<file path="src/rtl/psr_pkg.sv">
package psr_pkg;

  localparam int LANES  = 4;
  localparam int LANE_W = 8;
  localparam int PSR_W  = LANES * LANE_W;

  typedef enum logic [4:0] {
    MODE_USR = 5'b10000,
    MODE_FIQ = 5'b10001,
    MODE_IRQ = 5'b10010,
    MODE_SVC = 5'b10011,
    MODE_ABT = 5'b10111,
    MODE_UND = 5'b11011,
    MODE_SYS = 5'b11111
  } psr_mode_e;

  localparam int BIT_N = 31;
  localparam int BIT_Q = 27;
  localparam int BIT_J = 24;
  localparam int BIT_I = 7;
  localparam int BIT_F = 6;
  localparam int BIT_T = 5;

  // implemented bits, and the subset an unprivileged write may reach
  localparam logic [PSR_W-1:0] IMPL_ALL  = 32'hF900_00FF;
  localparam logic [PSR_W-1:0] IMPL_USER = 32'hF800_0000;

  function automatic logic mode_is_priv(logic [4:0] m);
    return m != MODE_USR;
  endfunction

  function automatic logic [PSR_W-1:0] reset_word(logic [4:0] m);
    logic [PSR_W-1:0] r;
    r = '0;
    r[4:0]  = m;
    r[BIT_I] = 1'b1;
    r[BIT_F] = 1'b1;
    return r;
  endfunction

  function automatic logic [PSR_W-1:0] merge_masked(logic [PSR_W-1:0] cur,
                                                    logic [PSR_W-1:0] data,
                                                    logic [PSR_W-1:0] mask);
    return (cur & ~mask) | (data & mask);
  endfunction

  function automatic logic [PSR_W-1:0] enter_exception(logic [PSR_W-1:0] cur,
                                                       logic [4:0] m,
                                                       logic mask_fast);
    logic [PSR_W-1:0] r;
    r = cur;
    r[4:0]   = m;
    r[BIT_I] = 1'b1;
    r[BIT_F] = cur[BIT_F] | mask_fast;
    r[BIT_T] = 1'b0;
    r[BIT_J] = 1'b0;
    return r;
  endfunction

endpackage

</file>
<file path="src/rtl/psr_access_ctl.sv">
module psr_access_ctl
  import psr_pkg::*;
#(
  parameter int N_LANES = LANES,
  parameter int L_W     = LANE_W,
  localparam int W      = N_LANES * L_W
) (
  input  logic [4:0]         cur_mode,
  input  logic               sw_wr_en,
  input  logic [N_LANES-1:0] lane_sel,
  input  logic               exc_load_en,
  output logic               sw_grant,
  output logic               flags_lane_hit,
  output logic [W-1:0]       wr_mask
);

  logic         priv;
  logic [W-1:0] lane_bits;
  logic [W-1:0] allowed;

  for (genvar g = 0; g < N_LANES; g++) begin : g_lane
    assign lane_bits[g*L_W +: L_W] = {L_W{lane_sel[g]}};
  end

  assign priv           = mode_is_priv(cur_mode);
  assign allowed        = priv ? IMPL_ALL : IMPL_USER;
  assign sw_grant       = sw_wr_en & ~exc_load_en;
  assign flags_lane_hit = sw_grant & lane_sel[N_LANES-1];
  assign wr_mask        = sw_grant ? (lane_bits & allowed) : '0;

endmodule

</file>
<file path="src/rtl/psr_next_calc.sv">
module psr_next_calc
  import psr_pkg::*;
#(
  parameter int W = PSR_W
) (
  input  logic [W-1:0] cur,
  input  logic [W-1:0] wr_mask,
  input  logic [W-1:0] wr_data,
  input  logic         flags_lane_hit,
  input  logic         alu_flag_en,
  input  logic [3:0]   alu_flags,
  input  logic         sat_set,
  input  logic         exc_load_en,
  input  logic [4:0]   exc_mode,
  input  logic         exc_mask_fast,
  output logic         alu_applied,
  output logic [W-1:0] nxt
);

  logic [W-1:0] stage;

  assign alu_applied = alu_flag_en & ~flags_lane_hit;

  always_comb begin
    stage = merge_masked(cur, wr_data, wr_mask);
    if (exc_load_en) stage = enter_exception(stage, exc_mode, exc_mask_fast);
    if (alu_applied) stage[BIT_N -: 4] = alu_flags;
    if (sat_set)     stage[BIT_Q] = 1'b1;
    nxt = stage & IMPL_ALL;
  end

endmodule

</file>
<file path="src/rtl/psr_view.sv">
module psr_view
  import psr_pkg::*;
#(
  parameter int W = PSR_W
) (
  input  logic [W-1:0] psr,
  output logic         priv_mode,
  output logic         irq_blocked,
  output logic         fiq_blocked,
  output logic [1:0]   iset
);

  assign priv_mode   = mode_is_priv(psr[4:0]);
  assign irq_blocked = psr[BIT_I];
  assign fiq_blocked = psr[BIT_F];
  assign iset        = {psr[BIT_J], psr[BIT_T]};

endmodule

</file>
<file path="src/rtl/psr_status_reg.sv">
module psr_status_reg
  import psr_pkg::*;
#(
  parameter logic [4:0] RESET_MODE = MODE_SVC
) (
  input  logic              clk,
  input  logic              rst_n,
  input  logic              sw_wr_en,
  input  logic [LANES-1:0]  sw_lane_sel,
  input  logic [PSR_W-1:0]  sw_wr_data,
  input  logic              alu_flag_en,
  input  logic [3:0]        alu_flags,
  input  logic              sat_set,
  input  logic              exc_load_en,
  input  logic [4:0]        exc_mode,
  input  logic              exc_mask_fast,
  output logic [PSR_W-1:0]  psr_q,
  output logic              priv_mode,
  output logic              irq_blocked,
  output logic              fiq_blocked,
  output logic [1:0]        iset
);

  localparam logic [PSR_W-1:0] RST_VAL = reset_word(RESET_MODE);

  logic             sw_grant;
  logic             flags_lane_hit;
  logic             alu_applied;
  logic [PSR_W-1:0] wr_mask;
  logic [PSR_W-1:0] psr_d;

  psr_access_ctl u_acc (
    .cur_mode       (psr_q[4:0]),
    .sw_wr_en       (sw_wr_en),
    .lane_sel       (sw_lane_sel),
    .exc_load_en    (exc_load_en),
    .sw_grant       (sw_grant),
    .flags_lane_hit (flags_lane_hit),
    .wr_mask        (wr_mask)
  );

  psr_next_calc u_nxt (
    .cur            (psr_q),
    .wr_mask        (wr_mask),
    .wr_data        (sw_wr_data),
    .flags_lane_hit (flags_lane_hit),
    .alu_flag_en    (alu_flag_en),
    .alu_flags      (alu_flags),
    .sat_set        (sat_set),
    .exc_load_en    (exc_load_en),
    .exc_mode       (exc_mode),
    .exc_mask_fast  (exc_mask_fast),
    .alu_applied    (alu_applied),
    .nxt            (psr_d)
  );

  always_ff @(posedge clk or negedge rst_n) begin
    if (!rst_n) psr_q <= RST_VAL;
    else        psr_q <= psr_d;
  end

  psr_view u_view (
    .psr         (psr_q),
    .priv_mode   (priv_mode),
    .irq_blocked (irq_blocked),
    .fiq_blocked (fiq_blocked),
    .iset        (iset)
  );

  AST_RSVD_ZERO: assert property (@(posedge clk) disable iff (!rst_n)
    (psr_q & ~IMPL_ALL) == '0);

  AST_USER_CTRL_LOCK: assert property (@(posedge clk) disable iff (!rst_n)
    (!exc_load_en && !priv_mode) |=> psr_q[7:0] == $past(psr_q[7:0]));

  AST_USER_J_LOCK: assert property (@(posedge clk) disable iff (!rst_n)
    (!exc_load_en && !priv_mode) |=> psr_q[BIT_J] == $past(psr_q[BIT_J]));

  AST_ALU_LOAD: assert property (@(posedge clk) disable iff (!rst_n)
    alu_applied |=> psr_q[BIT_N -: 4] == $past(alu_flags));

  AST_SAT_SET: assert property (@(posedge clk) disable iff (!rst_n)
    sat_set |=> psr_q[BIT_Q]);

  AST_Q_STICKY: assert property (@(posedge clk) disable iff (!rst_n)
    (psr_q[BIT_Q] && !flags_lane_hit) |=> psr_q[BIT_Q]);

  AST_EXC_ENTRY: assert property (@(posedge clk) disable iff (!rst_n)
    exc_load_en |=> (psr_q[4:0] == $past(exc_mode)) && psr_q[BIT_I]
                    && !psr_q[BIT_T] && !psr_q[BIT_J]);

  AST_EXC_DROPS_SW: assert property (@(posedge clk) disable iff (!rst_n)
    (exc_load_en && !alu_flag_en && !sat_set)
      |=> psr_q[31:27] == $past(psr_q[31:27]));

endmodule

</file>
<file path="config.mk">
export PLATFORM = sky130hd
export DESIGN_NAME = psr_status_reg
export DESIGN_NICKNAME = d
export VERILOG_FILES = /design/src/rtl/psr_pkg.sv /design/src/rtl/psr_access_ctl.sv /design/src/rtl/psr_next_calc.sv /design/src/rtl/psr_view.sv /design/src/rtl/psr_status_reg.sv
export SDC_FILE = /design/constraint.sdc
export NUM_CORES = 1
export LEC_CHECK = 0
export CORE_UTILIZATION = 40
export CTS_BUF_LIST = sky130_fd_sc_hd__clkbuf_4 sky130_fd_sc_hd__clkbuf_8
export CTS_CLUSTER_SIZE = 16
export DETAILED_ROUTE_END_ITERATION = 7
export PLACE_DENSITY = 0.87
export SYNTH_ARGS = -nofsm -noshare
export SYNTH_HDL_FRONTEND = slang
export SYNTH_HIERARCHICAL = 1
export SYNTH_SLANG_ARGS = --single-unit
export TNS_END_PERCENT = 5
</file>
<file path="constraint.sdc">
create_clock -name clk -period 1.8 [get_ports clk]
set_clock_uncertainty 0.1 [all_clocks]
set_input_delay 0.27 -clock clk [delete_from_list [all_inputs] [get_ports clk]]
set_output_delay 0.27 -clock clk [all_outputs]
set_load 0.005 [all_outputs]
</file>
Word level (Yosys, flattened, before mapping):

Index checks and enable logic that the tools add are counted.

* bits in registers: 14
* latch bits: 0
* memory bits (writable): 0
* bits in read-only memories: 0
* input port bits: 52
* word-level logic and storage cells: 18
* memories kept: 0

* add/subtract/negate cells: 0
* multiply operators: 0
* divide/modulo/power cells: 0
* order comparisons: 0
* equal/unequal tests: 1
* shift-type cells: 0
* multiplexer cells: 5
* bitwise operators: 11
* reduce and logical (&&, ||, !) cells: 0

Operator list (number)
* bitwise AND 32 bit: 3
* two-way mux 25 bit: 2
* two-way mux 32 bit: 1
* NOT 32 bit: 1
* bitwise OR 32 bit: 1
* != test 5 bit (second input constant): 1
* two-way mux 4 bit: 1
* bitwise AND 1 bit: 3
* NOT 1 bit: 2
* two-way mux 1 bit: 1
* bitwise OR 1 bit: 1

Logic depth before layout (Yosys ltp):

* depth in word-level cells: 9
* gate-level depth with buffers: 5
* mapped depth without buffers: 4

Cells and area by module:

The synthesis kept the hierarchy.

Modules (own cells, without submodules)
* psr_status_reg: instances 1, cells each 32, area an instance 807.0 sq um, sequential area each 807.0 sq um
* psr_next_calc: instances 1, cells each 55, area an instance 444.2 sq um, sequential area each 0.0 sq um
* psr_access_ctl: instances 1, cells each 38, area an instance 282.8 sq um, sequential area each 0.0 sq um
* psr_view: instances 1, cells each 6, area an instance 43.8 sq um, sequential area each 0.0 sq um

Least setup slack after synthesis:

Ideal clock, no wire load.

* kind: reg-to-reg
* start: register psr_q[0]
* end: register psr_q[6]
* library setup time: 0.083 ns
* arrival time: 1.478 ns
* path slack: 0.139 ns
* stages on the path, launching flop included: 6
* path buffers: 1
* clock period less this slack: 1.661 ns
* cell sequence: dfstp_2 -> nor4b_2 -> a21oi_1 -> buf_4 -> nor2b_1 -> a221o_1

* longest elaborated chain between the ends: 9
* elaborated cells on any way between the ends: 10
* classes of those cells: eq/ne (1); mux (3); bitwise (6)

RTL lines
* from (decl): line psr_status_reg.sv:17 `output logic [PSR_W-1:0] psr_q,`
* from (signal assigned): line psr_status_reg.sv:59 `else psr_q <= psr_d;`
* != test 5 bit (*): line psr_pkg.sv:29 `return m != MODE_USR;`
* two-way mux 25 bit (*): line psr_access_ctl.sv:26 `assign allowed = priv ? IMPL_ALL : IMPL_USER;`
* bitwise AND 32 bit (*): line psr_access_ctl.sv:29 `assign wr_mask = sw_grant ? (lane_bits & allowed) : '0;`
* two-way mux 32 bit (*): line psr_access_ctl.sv:29
* via wr_mask[6]: line psr_status_reg.sv:29 `logic [PSR_W-1:0] wr_mask;`
* NOT 32 bit: line psr_pkg.sv:44 `return (cur & ~mask) | (data & mask);`
* bitwise AND 32 bit: line psr_pkg.sv:44
* bitwise OR 32 bit (*): line psr_pkg.sv:44
* bitwise OR 1 bit: line psr_pkg.sv:54 `r[BIT_F] = cur[BIT_F] | mask_fast;`
* two-way mux 25 bit (*): line psr_next_calc.sv:26 `if (exc_load_en) stage = enter_exception(stage, exc_mode, exc_mask_fast);`
* via psr_d[6]: line psr_status_reg.sv:30 `logic [PSR_W-1:0] psr_d;`

Mark *: on every way through the listed nets, which the timed path passes. The rest lies on a longest branch.

Final worst setup path:

* start: register psr_q[4]
* end: output port priv_mode

* longest elaborated chain between the ends: 1

RTL lines
* != test 5 bit: line psr_pkg.sv:29
* to (decl): line psr_status_reg.sv:18 `output logic priv_mode,`

Every way passes these cells.

==> flow_summary.toml <==
[clock_network]
root_buffer = "clkbuf_4"
cts_max_path_buffers = 2
cts_hold_buf = 0
cts_tree = "yes"
insertion_delay_ns = 0.32
cts_buffers = 5
clk_pin_slew_ns = 0.09
post_cts_buffers = 0
htreeDepth = 2
numClockSinks = 32

[setup_path]
worstPathCellList = "nand2b_1, or4_1, buf_2"
crit_family = "flip-flops"
crit_type = "reg -> out"
critPathRequiredTime_ns = 1.43
critPathMaxFanout = 2
worstSetupEndpointType = "primary output"
cp.arrival_ns = 1.45
startpoint_type = "register"
max_stage_delay_ns = 0.54
cp_num_buf_inv = 1
slowest_stage = "dfstp_2"

[power]
ir_worst_vdd_v = 0.0005107
p_total_mw = 1.565
power.density_nw_per_um2 = 742.8
p_leak_nw = 0.9350

[sta]
drv_slew = 0
period_share_pct = 101.0
finalWorstPathRequiredPeriod_ns = 1.817
hold_viol = 0
rsz0062_at_grt = "true"
whs_ns = 0.2325
fmaxAchievable_mhz = 550.3
worst_slack_ns = -0.01723
setup_viol = 1

[layout]
nets = 228
utilization_pct = 62.16
largest_reg_flops = 32
final_area_um2 = 2107
fin_cells = 222
n_antenna_cell = 0
top_regs = "psr_q x32"
largest_register = "psr_q"
drive_above_1_share_pct = 18.18
fillCellCount = 263
area_growth_pct = 47.46

[placed_design]
gp_congestion = 0.6283
dp_hpwl_mm = 2.457
dp.cells = 215
portBuffers = 68
dpl_cell_area_um2 = 2038

[routing]
finalWirelength_mm = 3.110
vias_per_cell = 4.216
drt-pass1-iter-count = 4
drc = 0
wl_per_cell_um = 14.01
drt_iter0_drc = 9
antenna_left = 0
num_vias = 936

[synth]
yosysWarnings = 6
synthCells = 110
synth_area_um2 = 1429
syn_avg_cell_area_um2 = 12.99

[die]
start_util_pct = 42.16
core-area_um2 = 3390
rows = 21
die_area_um2 = 3815
ios = 89
fp.dieW_um = 61.77
die_h_um = 61.77

[global_route]
track_usage_pct = 17.20
antenna_found_initial = 0
grt_overflow = 0
grt_pass1_vias = 974
grt_pass1_wl_mm = 4.402
grt_max_degree = 33

[status]
violations = "setup timing"
status = "complete, but fails checks"

[job]
maxCapViolations = 0

[min_path]
hp-class = "in -> async"
==> routing by layer <==
metal	vias to the layer above	global-route usage (%)	wire length [um]
met5	-	0	0
met4	0	6.032	35
met3	6	12.42	349
met2	43	28.57	1649
met1	446	16.69	1076
li1	441	-	-
==> path summary, 6_finish.rpt <==
check	from	end	slack [ns]	cells after the start
max	psr_q[4]$_DFF_PN1_	priv_mode	-0.02	3
min	rst_n	psr_q[11]$_DFF_PN0_	0.23	2
max reg2reg	psr_q[4]$_DFF_PN1_	psr_q[6]$_DFF_PN1_	0.11	5
min reg2reg	psr_q[24]$_DFF_PN0_	psr_q[24]$_DFF_PN0_	0.48	2
max in group asynchronous	rst_n	psr_q[0]$_DFF_PN1_	1.05	2
min in group clk	exc_mode[1]	psr_q[1]$_DFF_PN1_	0.37	3
==> what timing repair did <==
item	in CTS	in global routing
endpoints found under the setup margin	3	4
pin swaps	0	0
resized for setup	5	3
==> final cells by class <==
class	instances	area, um^2	area share [%]
Clock buffer	7	65.06	3.088
Inverter	1	3.754	0.1781
Multi-Input combinational cell	59	430.4	20.43
Sequential cell	32	807.0	38.30
Tap cell	46	57.56	2.732
Timing Repair Buffer	77	743.2	35.27
==> where the power goes <==
part	total (mW)	switching, mW	internal [mW]
Clock	0.432	0.211	0.221
Combinational	0.328	0.106	0.223
Sequential	0.805	0.0282	0.777
==> placed cells by master (no fill, tap or decap), types with 2 or more instances in the layout <==
cell type         n
clkbuf_8          2
buf_4             9
clkdlybuf4s50_1  64
o21ai_0           4
nor2b_1           3
conb_1           18
a211o_1           2
clkbuf_4          5
mux2i_1           7
dlygate4sd2_1     2
nor2_1            2
dfstp_2           5
mux2_4            8
dfrtp_1          27
nand2_1           5
==> per-stage QoR <==
stage | TNS, ns | worst slack (ns)
3_5_place_dp | -1.276 | -0.2115
2_1_floorplan | 0 | 0.1386
3_3_place_gp | -0.6132 | -0.1352
4_1_cts | -0.04934 | -0.04934
6_report | -0.01723 | -0.01723
5_1_grt | -0.09297 | -0.09297
Note: power is estimated with default switching activity, not from simulation.
